`config.mk`:
```
export PLATFORM = sky130hd
export DESIGN_NAME = gbank_select
export DESIGN_NICKNAME = d
export VERILOG_FILES = /design/src/rtl/gbank_pkg.sv /design/src/rtl/gbank_op_decode.sv /design/src/rtl/gbank_page_map.sv /design/src/rtl/gbank_state_file.sv /design/src/rtl/gbank_select.sv
export SDC_FILE = /design/constraint.sdc
export NUM_CORES = 1
export LEC_CHECK = 0
export BUFFER_PORTS_ARGS = -buffer_cell sky130_fd_sc_hd__buf_2
export CORE_MARGIN = 2
export CORE_UTILIZATION = 45
export CTS_BUF_LIST = sky130_fd_sc_hd__clkbuf_4 sky130_fd_sc_hd__clkbuf_8 sky130_fd_sc_hd__clkbuf_16
export CTS_CLUSTER_DIAMETER = 40
export DETAILED_ROUTE_END_ITERATION = 12
export PLACE_DENSITY = 0.84
export SLEW_MARGIN = 20
export SYNTH_ARGS = -nofsm -noshare
export SYNTH_HDL_FRONTEND = slang
export SYNTH_HIERARCHICAL = 1
export SYNTH_SLANG_ARGS = --single-unit
```
`constraint.sdc`:
```
create_clock -name clk -period 2.9 [get_ports clk]
set_clock_uncertainty 0.1 [all_clocks]
set_input_delay 0.29 -clock clk [delete_from_list [all_inputs] [get_ports clk]]
set_output_delay 0.29 -clock clk [all_outputs]
set_load 0.005 [all_outputs]
```
`src/rtl/gbank_pkg.sv`:
```
package gbank_pkg;

    localparam int PAGE_W   = 4;
    localparam int BANK_W   = 2;
    localparam int N_GRP    = 8;
    localparam int GRP_W    = $clog2(N_GRP);
    localparam int OP_W     = 10;
    localparam int PORT_GRP = 4;

    typedef logic [BANK_W-1:0] bank_t;
    typedef logic [PAGE_W-1:0] page_t;

    typedef enum logic [GRP_W-1:0] {
        GRP_P35 = 3'd0,
        GRP_P4  = 3'd1,
        GRP_P6  = 3'd2,
        GRP_P7  = 3'd3,
        GRP_P89 = 3'd4,
        GRP_PAB = 3'd5,
        GRP_PCD = 3'd6,
        GRP_PEF = 3'd7
    } grp_e;

    typedef struct packed {
        logic can_switch;
        grp_e grp;
        logic read_base;
    } page_map_t;

    typedef struct packed {
        logic  hit;
        bank_t code;
    } op_dec_t;

    localparam logic [OP_W-1:0] OP_MASK = 10'h33F;
    localparam logic [OP_W-1:0] OP_BASE = 10'h100;

    function automatic page_map_t lookup_page(page_t p);
        page_map_t m;
        m.can_switch = 1'b1;
        m.read_base  = 1'b0;
        m.grp        = GRP_P35;
        if (p[3]) begin
            m.grp = grp_e'(GRP_W'(PORT_GRP) + GRP_W'(p[2:1]));
        end else begin
            case (p[2:0])
                3'd3: m.read_base = 1'b1;
                3'd4: m.grp = GRP_P4;
                3'd5: m.grp = GRP_P35;
                3'd6: m.grp = GRP_P6;
                3'd7: m.grp = GRP_P7;
                default: begin
                    m.can_switch = 1'b0;
                    m.read_base  = 1'b1;
                end
            endcase
        end
        return m;
    endfunction

    function automatic op_dec_t decode_op(logic [OP_W-1:0] op);
        op_dec_t d;
        d.hit  = ((op & OP_MASK) == OP_BASE);
        d.code = {op[6], op[7]};
        return d;
    endfunction

endpackage

```
`src/rtl/gbank_op_decode.sv`:
```
module gbank_op_decode
    import gbank_pkg::*;
(
    input  logic            op_valid,
    input  logic [OP_W-1:0] op_code,
    output logic            op_hit,
    output bank_t           op_bank
);
    op_dec_t dec;

    always_comb begin
        dec     = decode_op(op_code);
        op_hit  = op_valid && dec.hit;
        op_bank = dec.code;
    end
endmodule

```
`src/rtl/gbank_page_map.sv`:
```
module gbank_page_map
    import gbank_pkg::*;
(
    input  page_t     page,
    output page_map_t pmap
);
    always_comb pmap = lookup_page(page);
endmodule

```
`src/rtl/gbank_state_file.sv`:
```
module gbank_state_file
    import gbank_pkg::*;
#(
    parameter int NG = N_GRP,
    parameter int GW = GRP_W
) (
    input  logic               clk,
    input  logic               rst,
    input  logic               clr_all,
    input  logic               upd_en,
    input  logic [GW-1:0]      upd_grp,
    input  bank_t              upd_bank,
    input  logic [GW-1:0]      rd_grp,
    output bank_t              rd_bank,
    output logic [NG*BANK_W-1:0] all_banks
);
    bank_t regs [NG];

    for (genvar g = 0; g < NG; g++) begin : g_grp
        always_ff @(posedge clk) begin
            if (rst || clr_all)
                regs[g] <= '0;
            else if (upd_en && upd_grp == GW'(g))
                regs[g] <= upd_bank;
        end
        assign all_banks[g*BANK_W +: BANK_W] = regs[g];
    end

    assign rd_bank = regs[rd_grp];
endmodule

```
`src/rtl/gbank_select.sv`:
```
module gbank_select
    import gbank_pkg::*;
#(
    parameter int ADDR_W = 16
) (
    input  logic                     clk,
    input  logic                     rst,
    input  logic [ADDR_W-1:0]        fetch_addr,
    input  logic                     op_valid,
    input  logic [OP_W-1:0]          op_code,
    input  logic                     sleep_req,
    output logic [BANK_W-1:0]        bank_idx,
    output logic [ADDR_W+BANK_W-1:0] bank_addr
);
    page_t     page;
    page_map_t pmap;
    logic      op_hit;
    bank_t     op_bank;
    logic      upd_en;
    bank_t     grp_rd;
    logic [N_GRP*BANK_W-1:0] grp_bank;

    assign page = fetch_addr[ADDR_W-1 -: PAGE_W];

    gbank_page_map u_map (
        .page (page),
        .pmap (pmap)
    );

    gbank_op_decode u_dec (
        .op_valid (op_valid),
        .op_code  (op_code),
        .op_hit   (op_hit),
        .op_bank  (op_bank)
    );

    assign upd_en = op_hit && pmap.can_switch;

    gbank_state_file #(.NG(N_GRP), .GW(GRP_W)) u_state (
        .clk       (clk),
        .rst       (rst),
        .clr_all   (sleep_req),
        .upd_en    (upd_en),
        .upd_grp   (pmap.grp),
        .upd_bank  (op_bank),
        .rd_grp    (pmap.grp),
        .rd_bank   (grp_rd),
        .all_banks (grp_bank)
    );

    assign bank_idx  = pmap.read_base ? '0 : grp_rd;
    assign bank_addr = {bank_idx, fetch_addr};
endmodule

```
==> impl_results.md <==
* Final-stage net count at 132
* Post-Route WL at 1790 um
* ANT nets after route at 0
* Vias in the first global route at 652
* Area delta synth->final at 3.85%
* Syn_nets at 122
* Syn_area_per_cell at 11.3 um^2
* CTS Buf Count at 3
* Initial antenna violation count at 0
* Row count at 17
* Fin crit share at 95.4%
* Seq cells post-synth at 16
* DR pass1 iterations at 4
* Final Slew Violations at 0
* Worst Setup End Kind: output port
* Setup TNS at 0 ps
* Share of layout cells above drive strength 1 at roughly a third
* Routed vias/inst at 5.50
* Crit-path cells: buf_2 -> or4b_1 -> nand3_1 -> mux4_1 -> mux2_2 -> nor2b_1 -> buf_2
* Design Power at between 0.4 and 0.5 mW
* Cell count after synthesis at 92
* CTS tree: built
* Reported max-cap violation count at 0
* Worst vdd ir at between 0.0003 and 0.0004 V
* Leak pwr at 0.421 nW
* Sequential-to-total area share from yosys stat at a little under half
* Cts hold-fix bufs at 0
* Crit-path leading delay family: simple AND/OR/NAND/NOR gates
* Clock Sinks at 16
* Most frequent cells in the layout: buf_2 (25), nor2_1 (18), edfxtp_1 (16), o21ai_0 (8), mux4_1 (4)
* Initial DRC count at 28
* CP Class: in -> out
* Hold crit path type: in -> reg
* Inst Count DP at 125
* Routed via count at 709
* Post-Layout Cell Count at 129
* Fillers at 205
* Synth unique cells at 19
* Wirelength per Cell at about 14 um
* Crit path largest cell delay at 610 ps
* GRT Residual Overflow at 0
* Port Buffer Count at 25
* Crit-path slowest cell: mux4_1
* CTS clk-pin slew, worst paths at 90 ps
* Chip width at ~52 um
* Die height at 52.1 um
* Status: complete, no violations
* Min-Delay Path Depth at 3
* PD cells at 417 nW/um^2
* RePlAce Congestion at 0.788
* Max FFs per register at 16
* First-pass GRT wire length at 2870 um
* Worst-path fanout max at 8
* Measured slew at the worst slew-check pin at 416 ps
* Setup bufs post-CTS at 0
* Worst EP arrival at between 2000 and 2500 ps
* Sequential Area at 480 um^2
* Die ar. at 2710 um^2
* RSZ-0062 raised after global routing: no
* Clock Path Buffers at 2
* Final setup fails at 0
* Multi-input gate area at 394 um^2
* DR DRC count at 0
* Ant diodes at 0
* Core area at 2190 um^2
* YS warnings at 6
* CTS H-Tree Depth at 1
* Worst path required time at 2510 ps
* Largest net degree at the start of global routing at 13
* Clk root buf: clkbuf_4
* Cell area after synthesis at 1040 um^2
* Worst relative slew slack at roughly 72%
* Starting Density at around 47%
* Final Hold Fails at 0
* Top reg by flops: u_state/regs
* DP HPWL at ~1400 um
* CTS-repair resized insts at 0
* Commonest non-fill, non-tap cell in the layout: buf_2
* Peak Freq at 362 MHz
* Tmin final at 2770 ps
* CP startpoint kind: input port
* Most frequent CP cell: buf_2
* Boundary pin count at 50
* WP depth at 7
* GRT Overall Usage at 14.8%
* Crit path buf inv count at 2
* Top flop regs: u_state/regs (16)
==> worst paths after layout <==
check | to | from | slack (ps)
worst max-delay path | bank_idx[0] | fetch_addr[13] | 130
worst min-delay path | u_state/regs[1][1]$_SDFFCE_PN0P_ | op_code[6] | 400
==> logic make-up after synthesis <==
logic type      share of synthesized area (%)
buf+inv                                  15.9
mux                                      12.3
flops                                    46.2
compound gates                           4.57
simple gates                             21.1
==> cell usage after synthesis (all sizes together) <==
cell type,instances,share of area [%]
buf,21,15
or4b,3,2.9
nand3,3,1.4
nand2,3,1.1
nand4bb,3,3.2
o21a,1,0.72
nor2,18,6.5
clkbuf,1,0.36
mux4,4,10
and2,1,0.60
nor2b,2,1.2
edfxtp,16,46
inv,1,0.36
mux2,2,2.2
or3b,1,0.84
nand3b,2,1.4
or3,1,0.60
nor4,1,1.2
o21ai,8,3.9
==> cell type report <==
class / count / area share [%]
Clock buffer: 3 / 2.09
Multi-Input combinational cell: 53 / 36.5
Timing Repair Buffer: 27 / 13.0
Tap cell: 28 / 3.24
Clock inverter: 1 / 0.348
Inverter: 1 / 0.348
Sequential cell: 16 / 44.5
==> report_power, final <==
group          switching (mW)  internal (mW)
logic                  0.0326         0.0361
clock network          0.0640         0.0499
registers             0.00306          0.265
==> worst min-delay path, stage by stage <==
cell and delay (ps):
buf_2 100, nand4bb_1 170, nor2_1 60
==> stage by stage <==
step / setup slack [ps] / hold slack, ps / instance area (um^2) / util [%]
global placement: 202 / 480 / 1050 / 48.1
global route: 73.3 / 431 / 1080 / 49.3
CTS: 127 / 395 / 1080 / 49.3
floorplan: 309 / 505 / 1040 / -
finish: 134 / 402 / 1080 / 49.3
detailed placement: 142 / 480 / 1050 / 48.1
==> per-layer routing <==
metal,vias to the layer above,share of wire (%),global-route usage (%)
met2,47,47,24.3
met1,323,40,18.9
li1,339,-,-
met3,0,13,2.59
met5,-,0,0
met4,0,0,6.58
No activity file was read; power rests on OpenSTA's default activity.
